`src/rtl/spi_sr_guard_pkg.sv`:
```
package spi_sr_guard_pkg;

  localparam logic [7:0] OpSetWel   = 8'h06;
  localparam logic [7:0] OpClrWel   = 8'h04;
  localparam logic [7:0] OpRdStatus = 8'h05;
  localparam logic [7:0] OpWrStatus = 8'h01;

  typedef enum logic [2:0] {
    ST_IDLE,
    ST_OPCODE,
    ST_WDATA,
    ST_READ,
    ST_DRAIN
  } frameState_t;

  typedef enum logic [1:0] {
    PEND_NONE,
    PEND_SET,
    PEND_CLR
  } pendOp_t;

  typedef struct packed {
    logic shiftIn;
    logic storeByte0;
    logic storeByte1;
    logic setWel;
    logic clrWel;
    logic commit;
    logic txLoad;
    logic txShift;
    logic txClear;
  } strobes_t;

endpackage

```
`src/rtl/spi_sr_sync.sv`:
```
module spi_sr_sync #(
  parameter int WIDTH = 4,
  parameter int STAGES = 2,
  parameter logic [WIDTH-1:0] RESET_VAL = '0
) (
  input  logic             clk,
  input  logic             rstN,
  input  logic [WIDTH-1:0] asyncIn,
  output logic [WIDTH-1:0] syncOut
);

  logic [WIDTH-1:0] stageQ [STAGES];

  for (genvar g = 0; g < STAGES; g++) begin : gStage
    if (g == 0) begin : gFirst
      always_ff @(posedge clk or negedge rstN) begin
        if (!rstN) stageQ[g] <= RESET_VAL;
        else       stageQ[g] <= asyncIn;
      end
    end else begin : gNext
      always_ff @(posedge clk or negedge rstN) begin
        if (!rstN) stageQ[g] <= RESET_VAL;
        else       stageQ[g] <= stageQ[g-1];
      end
    end
  end

  assign syncOut = stageQ[STAGES-1];

endmodule

```
`src/rtl/spi_sr_ctrl.sv`:
```
module spi_sr_ctrl
  import spi_sr_guard_pkg::*;
#(
  parameter bit TWO_BYTE = 1'b1
) (
  input  logic       clk,
  input  logic       rstN,
  input  logic       csSync,
  input  logic       sclkSync,
  input  logic       protectSync,
  input  logic [7:0] rxNext,
  input  logic       welQ,
  input  logic       srwdQ,
  output strobes_t   st
);

  localparam logic [1:0] NeedBytes = TWO_BYTE ? 2'd2 : 2'd1;

  frameState_t state;
  pendOp_t     pend;
  logic        csDly, sclkDly;
  logic [2:0]  bitCnt;
  logic [1:0]  byteCnt;

  logic csRise, csFall, sclkRise, sclkFall, byteDone, writeOk, inWrite;

  assign csRise   = !csDly && csSync;
  assign csFall   = csDly && !csSync;
  assign sclkRise = !sclkDly && sclkSync && !csSync;
  assign sclkFall = sclkDly && !sclkSync && !csSync;
  assign byteDone = sclkRise && (bitCnt == 3'd7) && (state != ST_IDLE);
  assign writeOk  = welQ && !(!protectSync && srwdQ);
  assign inWrite  = (state == ST_WDATA);

  always_ff @(posedge clk or negedge rstN) begin
    if (!rstN) begin
      csDly   <= 1'b1;
      sclkDly <= 1'b0;
    end else begin
      csDly   <= csSync;
      sclkDly <= sclkSync;
    end
  end

  always_ff @(posedge clk or negedge rstN) begin
    if (!rstN) begin
      state   <= ST_IDLE;
      pend    <= PEND_NONE;
      bitCnt  <= '0;
      byteCnt <= '0;
    end else if (csRise) begin
      state   <= ST_IDLE;
      pend    <= PEND_NONE;
      bitCnt  <= '0;
      byteCnt <= '0;
    end else if (csFall) begin
      state   <= ST_OPCODE;
      pend    <= PEND_NONE;
      bitCnt  <= '0;
      byteCnt <= '0;
    end else if (sclkRise && state != ST_IDLE) begin
      bitCnt <= bitCnt + 3'd1;
      if (byteDone) begin
        unique case (state)
          ST_OPCODE: begin
            unique case (rxNext)
              OpSetWel:   begin pend <= PEND_SET; state <= ST_DRAIN; end
              OpClrWel:   begin pend <= PEND_CLR; state <= ST_DRAIN; end
              OpRdStatus: state <= ST_READ;
              OpWrStatus: state <= writeOk ? ST_WDATA : ST_DRAIN;
              default:    state <= ST_DRAIN;
            endcase
          end
          ST_WDATA: if (byteCnt != 2'd2) byteCnt <= byteCnt + 2'd1;
          default: ;
        endcase
      end
    end
  end

  always_comb begin
    st            = '0;
    st.shiftIn    = sclkRise && (state != ST_IDLE);
    st.storeByte0 = byteDone && inWrite && (byteCnt == 2'd0);
    st.storeByte1 = byteDone && inWrite && (byteCnt == 2'd1);
    st.setWel     = csRise && (state == ST_DRAIN) && (pend == PEND_SET);
    st.clrWel     = csRise && (state == ST_DRAIN) && (pend == PEND_CLR);
    st.commit     = csRise && inWrite && (byteCnt >= NeedBytes);
    st.txLoad     = sclkFall && (state == ST_READ) && (bitCnt == 3'd0);
    st.txShift    = sclkFall && (state == ST_READ) && (bitCnt != 3'd0);
    st.txClear    = csRise || csFall;
  end

  AST_WRITE_NEEDS_WEL: assert property (@(posedge clk) disable iff (!rstN)
    $rose(inWrite) |-> $past(welQ));
  AST_WRITE_NOT_LOCKED: assert property (@(posedge clk) disable iff (!rstN)
    $rose(inWrite) |-> $past(protectSync || !srwdQ));
  AST_SHORT_NO_COMMIT: assert property (@(posedge clk) disable iff (!rstN)
    (csRise && byteCnt < NeedBytes) |-> !st.commit);

endmodule

```
`src/rtl/spi_sr_dp.sv`:
```
module spi_sr_dp
  import spi_sr_guard_pkg::*;
#(
  parameter bit TWO_BYTE = 1'b1,
  parameter bit QE_IN_STATUS = 1'b1
) (
  input  logic       clk,
  input  logic       rstN,
  input  logic       mosiSync,
  input  strobes_t   st,
  output logic [7:0] rxNext,
  output logic       welQ,
  output logic       srwdQ,
  output logic       misoOut
);

  logic [6:0] rxShift;
  logic       srwdPend, qePend, qeQ;
  logic [7:0] txReg, statusByte;

  assign rxNext     = {rxShift, mosiSync};
  assign statusByte = {srwdQ, (QE_IN_STATUS ? qeQ : 1'b0), 4'b0000, welQ, 1'b0};
  assign misoOut    = txReg[7];

  always_ff @(posedge clk or negedge rstN) begin
    if (!rstN) begin
      rxShift  <= '0;
      srwdPend <= 1'b0;
      qePend   <= 1'b0;
    end else begin
      if (st.shiftIn)    rxShift  <= rxNext[6:0];
      if (st.storeByte0) srwdPend <= rxNext[7];
      if (st.storeByte1) qePend   <= rxNext[1];
    end
  end

  always_ff @(posedge clk or negedge rstN) begin
    if (!rstN) begin
      welQ  <= 1'b0;
      srwdQ <= 1'b0;
      qeQ   <= 1'b0;
    end else if (st.commit) begin
      welQ  <= 1'b0;
      srwdQ <= srwdPend;
      if (TWO_BYTE) qeQ <= qePend;
    end else if (st.setWel) begin
      welQ <= 1'b1;
    end else if (st.clrWel) begin
      welQ <= 1'b0;
    end
  end

  always_ff @(posedge clk or negedge rstN) begin
    if (!rstN)           txReg <= '0;
    else if (st.txClear) txReg <= '0;
    else if (st.txLoad)  txReg <= statusByte;
    else if (st.txShift) txReg <= {txReg[6:0], 1'b0};
  end

  AST_ONE_UPDATE: assert property (@(posedge clk) disable iff (!rstN)
    $onehot0({st.setWel, st.clrWel, st.commit}));
  AST_WEL_DROP: assert property (@(posedge clk) disable iff (!rstN)
    st.commit |=> !welQ);
  AST_WEL_SET: assert property (@(posedge clk) disable iff (!rstN)
    st.setWel |=> welQ);
  AST_LOCK_HOLDS: assert property (@(posedge clk) disable iff (!rstN)
    !st.commit |=> $stable(srwdQ));
  AST_QE_HOLDS: assert property (@(posedge clk) disable iff (!rstN)
    !st.commit |=> $stable(qeQ));

endmodule

```
`src/rtl/spi_sr_guard.sv`:
```
module spi_sr_guard
  import spi_sr_guard_pkg::*;
#(
  parameter bit TWO_BYTE = 1'b1,
  parameter bit QE_IN_STATUS = 1'b1,
  parameter int SYNC_STAGES = 2
) (
  input  logic clk,
  input  logic rstN,
  input  logic spiCsN,
  input  logic spiClk,
  input  logic spiMosi,
  output logic spiMiso,
  input  logic protectN
);

  localparam int PinCount = 4;

  logic [PinCount-1:0] pinsSync;
  logic [7:0] rxNext;
  logic welQ, srwdQ;
  strobes_t st;

  spi_sr_sync #(
    .WIDTH(PinCount),
    .STAGES(SYNC_STAGES),
    .RESET_VAL(4'b1001)
  ) sync_i (
    .clk(clk),
    .rstN(rstN),
    .asyncIn({spiCsN, spiClk, spiMosi, protectN}),
    .syncOut(pinsSync)
  );

  spi_sr_ctrl #(.TWO_BYTE(TWO_BYTE)) ctrl_i (
    .clk(clk),
    .rstN(rstN),
    .csSync(pinsSync[3]),
    .sclkSync(pinsSync[2]),
    .protectSync(pinsSync[0]),
    .rxNext(rxNext),
    .welQ(welQ),
    .srwdQ(srwdQ),
    .st(st)
  );

  spi_sr_dp #(.TWO_BYTE(TWO_BYTE), .QE_IN_STATUS(QE_IN_STATUS)) dp_i (
    .clk(clk),
    .rstN(rstN),
    .mosiSync(pinsSync[1]),
    .st(st),
    .rxNext(rxNext),
    .welQ(welQ),
    .srwdQ(srwdQ),
    .misoOut(spiMiso)
  );

  AST_MISO_QUIET: assert property (@(posedge clk) disable iff (!rstN)
    $rose(pinsSync[3]) |=> !spiMiso);

endmodule

```
`config.mk`:
```
export PLATFORM = sky130hd
export DESIGN_NAME = spi_sr_guard
export DESIGN_NICKNAME = d
export VERILOG_FILES = /design/src/rtl/spi_sr_guard_pkg.sv /design/src/rtl/spi_sr_sync.sv /design/src/rtl/spi_sr_ctrl.sv /design/src/rtl/spi_sr_dp.sv /design/src/rtl/spi_sr_guard.sv
export SDC_FILE = /design/constraint.sdc
export NUM_CORES = 1
export LEC_CHECK = 0
export BUFFER_PORTS_ARGS = -buffer_cell sky130_fd_sc_hd__buf_2
export CORE_MARGIN = 5
export CORE_UTILIZATION = 40
export DETAILED_ROUTE_END_ITERATION = 10
export GPL_TIMING_DRIVEN = 0
export PLACE_DENSITY = 0.7
export SLEW_MARGIN = 20
export SYNTH_ARGS = -nofsm -noshare
export SYNTH_HDL_FRONTEND = slang
export SYNTH_SLANG_ARGS = --single-unit
```
`constraint.sdc`:
```
create_clock -name clk -period 1.7 [get_ports clk]
set_clock_uncertainty 0.1 [all_clocks]
set_input_delay 0.085 -clock clk [delete_from_list [all_inputs] [get_ports clk]]
set_output_delay 0.085 -clock clk [all_outputs]
set_load 0.01 [all_outputs]
```
* Yosys cells after proc, flatten, opt, wreduce, memory -nomap -nowiden *
Index checks and enable logic that the tools add are counted.

word-level totals
  flip-flop bits (word level) = 40
  bits of input ports = 6
  output and inout bits = 1
  logic and storage cells = 103

operators by class
  add/sub/neg operators = 2
  order comparisons = 1
  equal/unequal tests = 13
  multiplexer cells = 28
  reduce and logical (&&, ||, !) cells = 44

operators by type and width
  kind                                                                    number
  3-bit two-way mux                                                       9
  3-bit nonzero test                                                      9
  8-bit by 3-bit equality test with 1-bit output (second input constant)  3
  8-bit two-way mux                                                       3
  1-bit logical AND                                                       22
  2-bit two-way mux                                                       11
  8-bit by 1-bit equality test with 1-bit output (second input constant)  1
  4-bit AND reduction                                                     2
  3-bit by 2-bit equality test with 1-bit output (second input constant)  2
  3-bit equality test (second input constant)                             2
  1-bit zero test                                                         6
  3-bit one-hot mux with 2 select lines                                   1
  2-bit by 1-bit equality test with 1-bit output (second input constant)  2
  2-bit one-hot mux with 2 select lines                                   1
  4-bit nonzero test                                                      1
  3-bit by 1-bit adder with 3-bit output (second input constant)          1
  3-bit by 1-bit equality test with 1-bit output (second input constant)  1
  3-bit zero test                                                         1
  1-bit two-way mux                                                       3
  3-bit AND reduction                                                     1
  2-bit by 1-bit adder with 2-bit output (second input constant)          1
  2-bit equality test (second input constant)                             1
  2-bit greater-or-equal comparator (second input constant)               1
  2-bit zero test                                                         1
  2 further kinds                                                         2

* Logic depth before layout (Yosys ltp) *
Gate-level depths: netlist of run 1.

  depth in word-level cells = 11
  depth in mapped cells = 7
  mapped depth without buffers = 6

* Modules after synthesis *
A second synthesis of run 1 with hierarchy kept.

unflattened totals
  cells, all modules = 159
  area total of the unflattened synthesis = 1,864.3 µm²

by module, submodules not included
  module       times used  cells an instance  area an instance (µm²)  sequential area each (µm²)
  spi_sr_ctrl  1           92                 845.8                   301.5
  spi_sr_dp    1           55                 783.3                   475.5
  spi_sr_sync  1           12                 235.2                   205.2

* Worst setup path before layout of run 1 *
No wires, ideal clock.

  path kind = register -> register
  start point = register sync_i.stageQ (netlist bit sync_i.syncOut[3])
  end point = register dp_i.qeQ
  arrival time = 1.591 ns
  setup slack = -0.116 ns
  stages on the path, launching flop included = 5
  path buffers = 0
  period minus slack after synthesis = 1.816 ns
  path through = dfstp_2 ha_1 inv_1 nor4_1 mux2_2

on the way
  word-level cells in the longest chain between the ends = 3

RTL lines
  what                              RTL line           source
  start: declaration                spi_sr_sync.sv:12  logic [WIDTH-1:0] stageQ [STAGES];
  start signal: indexed assignment  spi_sr_sync.sv:23  else stageQ[g] <= stageQ[g-1];
  1-bit logical AND                 spi_sr_ctrl.sv:27  assign csRise = !csDly && csSync;
  1-bit logical AND (2 in series)   spi_sr_ctrl.sv:88  st.commit = csRise && inWrite && (byteCnt >= NeedBytes);
  end signal: assignment            spi_sr_dp.sv:45    if (TWO_BYTE) qeQ <= qePend;
  end: declaration                  spi_sr_dp.sv:18    logic srwdPend, qePend, qeQ;

No other way between the ends.
A chain may end at the register's enable or synchronous reset.

* Worst setup path after layout of run 1 *
  start point = register sync_i.stageQ (netlist bit sync_i.syncOut[3])
  end point = register ctrl_i.pend[1]

on the way
  word-level cells in the longest chain between the ends = 6

RTL lines
  what                                  RTL line                              source
  1-bit zero test                       spi_sr_ctrl.sv:28, spi_sr_ctrl.sv:29
  1-bit logical AND                     spi_sr_ctrl.sv:29                     assign sclkRise = !sclkDly && sclkSync && !csSync;
  1-bit logical AND (2 in series)       spi_sr_ctrl.sv:31                     assign byteDone = sclkRise && (bitCnt == 3'd7) && (state != ST_IDLE);
  3-bit nonzero test (no source line)   n/a
  4-bit AND reduction (no source line)  n/a
  end signal: assignment                spi_sr_ctrl.sv:48                     pend <= PEND_NONE;
  end signal: assignment                spi_sr_ctrl.sv:53                     pend <= PEND_NONE;
  end signal: assignment                spi_sr_ctrl.sv:58                     pend <= PEND_NONE;
  end: declaration                      spi_sr_ctrl.sv:20                     pendOp_t pend;

Several ways; a longest one is shown, not always the timed one.

==> results.ini, run 1 <==
[run_status]
status = complete, but fails checks
violations = negative setup slack

[floorplanning]
start_util = 0.414
io_pins = 7
dieArea_mm2 = 0.00595
die_w_um = 77.2
die-height_um = 77.2
fp-row-count = 24
core_area_mm2 = 0.00435

[sta]
rsz0062_at_grt = yes
finalSetupTns_ns = -0.0753
fmax_ghz = 0.576
layout_min_cycle_time_ns = 1.74
setup_viol = 5
setup_ws_ns = -0.0363
hold_viol_final = 0
period_share = 1.02
maxSlewHeadroom = 0.440
whs_ns = 0.251
tightest_slew_ns = 0.840
drv_slew = 0

[cts]
cts.clk_slew.worst_paths_ns = 0.07
cts_sinks = 39
clkLatencyLatePin_ns = 0.28
htreeDepth = 2
cts_made_buffers = 5
cts_root_buffer = clkbuf_8
cts_tree = built
cts_buffer_depth = 2

[critical_path]
crit_type = reg -> reg
cp_slowest_stage_delay_ns = 0.40
crit_fanout = 5
path_delay_family = compound AO/OA/AOI/OAI gates
arrival_ns = 1.81
crit_path_end_kind = register
required_ns = 1.77
start_kind = register
worst_path_max_delay_cell = dfstp_2
path_buf_inv = 1
path_cells = or3b_1, buf_6, o21ai_4, a21oi_4, a221o_1

[logic_synthesis]
synth.distinct_cells = 42
synth_top_flop_cell = dfrtp_1
syn_area_per_cell_um2 = 11.4
synth_top_family_by_area = simple AND/OR/NAND/NOR gates
synth_compound_area_frac = 0.121
yosys_warnings = 0
synth_edf_count = 0
synth_fa_ha_area_frac = 0.0555
synth_top_area_frac = 0.472
post-synth-top-count-cell = dfrtp_1
yosysSeqAreaShare = 0.544
synth_xor_area_frac = 0
synth_mux_area_frac = 0.0798
ys_seq_elements = 39
synth_area_leaders = dfrtp_1 (47%), dfstp_2 (7.3%), mux2_2 (6.9%)
synthArstFlopShare = 1.00
synth_nets = 172
synthSimpleGateAreaFrac = 0.171
netlist.top_cell.by_area = dfrtp_1
netlist_instances = 158
synthTopCellsByCount = dfrtp_1 (34), nand2_1 (14), mux2_2 (11), nor2_1 (11), inv_1 (10)
netlist_area_mm2 = 0.00180

[finish]
final_cells = 238
drive_above_1_share = 0.355
fill_cells = 354
nNetsFinal = 199
area_growth_pct = 26.8
diodes = 0
utilization = 0.525

[place]
port_buffers = 6
globalplace.congestion = 0.859
hpwl_mm = 2.39
dpl.cell_count = 216

[drt]
ant_nets = 0
vias_per_cell = 5.45
routedWlPerCell_um = 15.4
initialDrtViolationCount = 76
wl_mm = 3.66
first_pass_iters = 4
drc_errors = 0
vias = 1297

[power_and_ir_drop]
power.density_mw_per_mm2 = 825
ir_worst_vdd_mv = 0.547
power_mw = 1.89
leakagePower_nw = 0.998

[global_route]
grt_usage = 0.125
grt_pass1_wl_mm = 6.10
gr-total-overflow = 0
antenna_found_initial = 0
grt_max_degree = 40
grt_pass1_vias = 1329

[hold_path]
hold_path.class = reg -> reg

[flow_run]
max_cap_viol_count = 0

-- metal layers --
| metal | routed length, um | GRT usage | part of all wire |
|---|---|---|---|
| met4 | 19 | 0.0292 | 0.0052 |
| met5 | 0 | 0 | 0 |
| met3 | 111 | 0.0363 | 0.030 |
| met2 | 1850 | 0.199 | 0.50 |
| met1 | 1680 | 0.167 | 0.46 |
-- logic make-up (layout without fill, tap and decap cells) --
kind of cell / Yosys count / count (layout)
buffers and inverters: 12 / 40
flip-flops: 39 / 39
AO/OA/AOI/OAI: 30 / 30
AND/OR/NAND/NOR: 56 / 56
adder cells (fa/ha/maj): 8 / 8
multiplexers: 13 / 13
-- path summary, 6_finish.rpt --
check / from / end / slack [ns] / cells after the start
setup reg to reg: sync_i.syncOut[3] / ctrl_i.pend[1] / -0.04 / 5
min in group asynchronous: rstN / ctrl_i.bitCnt[2] / 0.34 / 2
max in group asynchronous: rstN / ctrl_i.state[0] / 0.57 / 2
setup / recovery: sync_i.syncOut[3] / ctrl_i.pend[1] / -0.04 / 5
hold reg to reg: sync_i.stageQ[5] / sync_i.syncOut[1] / 0.25 / 0
hold / removal: sync_i.stageQ[5] / sync_i.syncOut[1] / 0.25 / 0
-- cell type report --
class                           instances  area, um^2  share of cell area
Multi-Input combinational cell        107         941               0.411
Timing Repair Buffer                   21         168              0.0733
Clock buffer                            7        76.3              0.0334
Sequential cell                        39         983               0.430
Inverter                               10        37.5              0.0164
Clock inverter                          1        5.00             0.00219
Tap cell                               52        65.1              0.0284
Buffer                                  1        11.3             0.00492
-- cell usage in the layout (no fill, tap or decap), types with 3 or more instances in the layout --
| master | n |
|---|---|
| buf_4 | 9 |
| nand2b_1 | 3 |
| nand2_1 | 14 |
| dfstp_2 | 5 |
| inv_1 | 8 |
| ha_4 | 3 |
| nand3_1 | 8 |
| nor2_4 | 3 |
| clkbuf_8 | 5 |
| mux2_2 | 3 |
| o21ai_0 | 5 |
| dfrtp_1 | 33 |
| ha_1 | 4 |
| buf_2 | 6 |
| mux2_4 | 8 |
| a21oi_1 | 6 |
| dlygate4sd3_1 | 5 |
| nor2_1 | 8 |
-- report_power, final --
group	switching [mW]	internal [mW]	leakage [nW]	total [mW]
clock	0.296	0.288	0.0422	0.583
combinational	0.150	0.126	0.445	0.275
sequential	0.0498	0.978	0.511	1.03
-- timing repair --
action,CTS,global route
endpoints found under the hold margin,38,0
buffers inserted,6,4
pin swaps,5,8
resized for setup,13,24
hold buffers,5,0
endpoints found under the setup margin,14,20
-- per-stage QoR --
step,cell area [um^2],setup slack (ns)
6_report,2290,-0.0363
5_1_grt,2290,-0.0998
4_1_cts,2150,-0.0338
3_5_place_dp,1930,-0.165
3_3_place_gp,1930,-0.122
2_1_floorplan,1830,-0.00494
-- state kept, by name, summed over array words and instances, names as in the netlist --
register        flops
ctrl_i.byteCnt      2
dp_i.srwdQ          1
dp_i.qePend         1
dp_i.txReg          7
ctrl_i.csDly        1
sync_i.stageQ       4
dp_i.srwdPend       1
ctrl_i.sclkDly      1
dp_i.rxShift        7
ctrl_i.state        3
ctrl_i.bitCnt       3
sync_i.syncOut      4
ctrl_i.pend         2
dp_i.qeQ            1
dp_i.welQ           1
Note: power is estimated with default switching activity, not from simulation.
==> inputs of run 2 (changes only) <==
Settings changed: CORE_UTILIZATION 40 to 54, PLACE_DENSITY 0.7 to 0.86.
Clock period 1.7 ns to 1.5 ns, I/O delays scaled along.
==> results.ini, run 2 (synthesized netlist as in run 1, its figures left out) <==
[power_and_ir_drop]
ir_worst_vdd_mv = 0.671  ; +23%
power.density_mw_per_mm2 = 854  ; +3.5%
leakagePower_nw = 1.05  ; +5.4%

[run_status]
violations = negative setup slack
status = complete, but fails checks

[critical_path]
required_ns = 1.65  ; -0.12 ns
crit_fanout = 6  ; +1
arrival_ns = 1.90  ; +0.09 ns
crit_type = reg -> reg
r2r_setup_slack_ns = -0.25  ; -0.21 ns
start_kind = register
crit_path_end_kind = register

[finish]
nNetsFinal = 211  ; +6.0%
most-common-layout-cells = dfrtp_1 (30), buf_4 (16), nand2_1 (12)
mostFrequentLayoutCell = dfrtp_1
area_growth_pct = 35.0
diodes = 0  ; unchanged
design_area_mm2 = 0.00244  ; +6.5%
fill_cells = 210  ; -41%
drive_above_1_share = 0.465  ; +0.110
final_cells = 244  ; +2.5%
utilization = 0.742  ; +0.216
reg_top3 = dp_i.rxShift (7), dp_i.txReg (7)

[sta]
rsz0062_at_grt = yes
tightest_slew_ns = 0.816  ; -0.0235 ns
drv_slew = 0  ; unchanged
maxSlewHeadroom = 0.456  ; +0.0157
setup_viol = 22  ; +17
period_share = 1.17  ; +0.144
hold_viol_final = 0  ; unchanged
setup_ws_ns = -0.248  ; -0.212 ns
fmax_ghz = 0.572  ; -0.67%
layout_min_cycle_time_ns = 1.75  ; +0.0117 ns

[drt]
ant_nets = 0  ; unchanged
first_pass_iters = 4  ; unchanged
drc_errors = 0  ; unchanged
routedWlPerCell_um = 16.9  ; +10%
initialDrtViolationCount = 141  ; +86%
vias = 1388  ; +7.0%
vias_per_cell = 5.69  ; +4.4%
wl_mm = 4.13  ; +13%

[floorplanning]
die_w_um = 67.8  ; -12%
fp-row-count = 21  ; -13%
die-height_um = 67.8  ; -12%
core_area_mm2 = 0.00328  ; -25%
io_pins = 7  ; unchanged
dieArea_mm2 = 0.00460  ; -23%
start_util = 0.549  ; +0.135

[global_route]
grt_usage = 0.213  ; +0.0876
antenna_found_initial = 0  ; unchanged
grt_max_degree = 40  ; unchanged
grt_pass1_wl_mm = 7.09  ; +16%
grt_pass1_vias = 1507  ; +13%
gr-total-overflow = 0  ; unchanged

[place]
globalplace.congestion = 0.905  ; +5.4%
dpl.cell_count = 210  ; -2.8%
port_buffers = 6  ; unchanged
dpl_cell_area_mm2 = 0.00200  ; +3.6%
hpwl_mm = 2.46  ; +2.9%

[cts]
cts_buffer_depth = 2  ; unchanged
htreeDepth = 2  ; unchanged
cts_sinks = 39  ; unchanged
cts_tree = built
cts.clk_slew.worst_paths_ns = 0.12  ; +0.05 ns
cts_made_buffers = 5  ; unchanged
cts_root_buffer = clkbuf_4
clkLatencyLatePin_ns = 0.35  ; +0.07 ns

[flow_run]
max_cap_viol_count = 0  ; unchanged

[hold_path]
hold_path.class = in -> async

==> run 2: worst paths after layout <==
kind / startpoint / endpoint / cells past startpoint
min in group clk: protectN / sync_i.stageQ[4] / 2
worst max-delay path: ctrl_i.sclkDly / ctrl_i.pend[1] / 5
worst min-delay path: rstN / dp_i.txReg[1] / 2
worst min register to register: sync_i.stageQ[5] / sync_i.syncOut[1] / 0
max in group asynchronous: rstN / ctrl_i.state[0] / 2
worst max register to register: ctrl_i.sclkDly / ctrl_i.pend[1] / 5
==> run 2: critical path, stage by stage (launching register included) <==
cell and delay (ns):
dfrtp_1 0.40, or3b_1 0.40, buf_6 0.16, o21ai_4 0.19, a21oi_2 0.10, a221o_1 0.31
==> run 2: report_power, final <==
part	internal (mW)	total [mW]	leakage (nW)	switching (mW)
Clock	0.181	0.516	0.0282	0.335
Combinational	0.200	0.396	0.518	0.197
Sequential	1.11	1.17	0.506	0.0596
==> run 2: area by class of cell <==
| class | count | area, um^2 | share of cell area |
|---|---|---|---|
| Buffer | 1 | 11.3 | 0.00462 |
| Clock buffer | 6 | 41.3 | 0.0169 |
| Clock inverter | 2 | 12.5 | 0.00514 |
| Inverter | 10 | 40.0 | 0.0164 |
| Multi-Input combinational cell | 107 | 1010 | 0.414 |
| Sequential cell | 39 | 987 | 0.405 |
| Tap cell | 46 | 57.6 | 0.0236 |
| Timing Repair Buffer | 33 | 277 | 0.114 |
==> run 2: per-stage QoR <==
stage / setup slack (ns) / hold WS (ns) / power [mW] / setup TNS (ns)
3_5_place_dp: -0.345 / 0.0812 / 1.46 / -5.47
3_3_place_gp: -0.264 / 0.0802 / 1.43 / -4.11
2_1_floorplan: -0.185 / -0.321 / 1.36 / -1.88
5_1_grt: -0.330 / 0.247 / 2.20 / -5.56
6_report: -0.248 / 0.242 / 2.08 / -4.08
4_1_cts: -0.239 / 0.243 / 2.01 / -3.65
==> run 2: per-layer routing <==
layer	vias to the layer above	track usage	part of all wire	wire, um
met1	693	0.243	0.39	1630
met4	0	0.136	0.038	155
met2	36	0.360	0.53	2200
li1	643	-	-	-
met5	-	0	0	0
met3	16	0.0433	0.037	151
==> run 2: what timing repair did <==
action,4_1_cts,5_1_grt
setup buffers,12,10
hold buffers,5,0
pin swaps,6,2
gates resized for setup,29,15
gates cloned,0,0
endpoints found under the hold margin,38,0
endpoints found under the setup margin,28,25
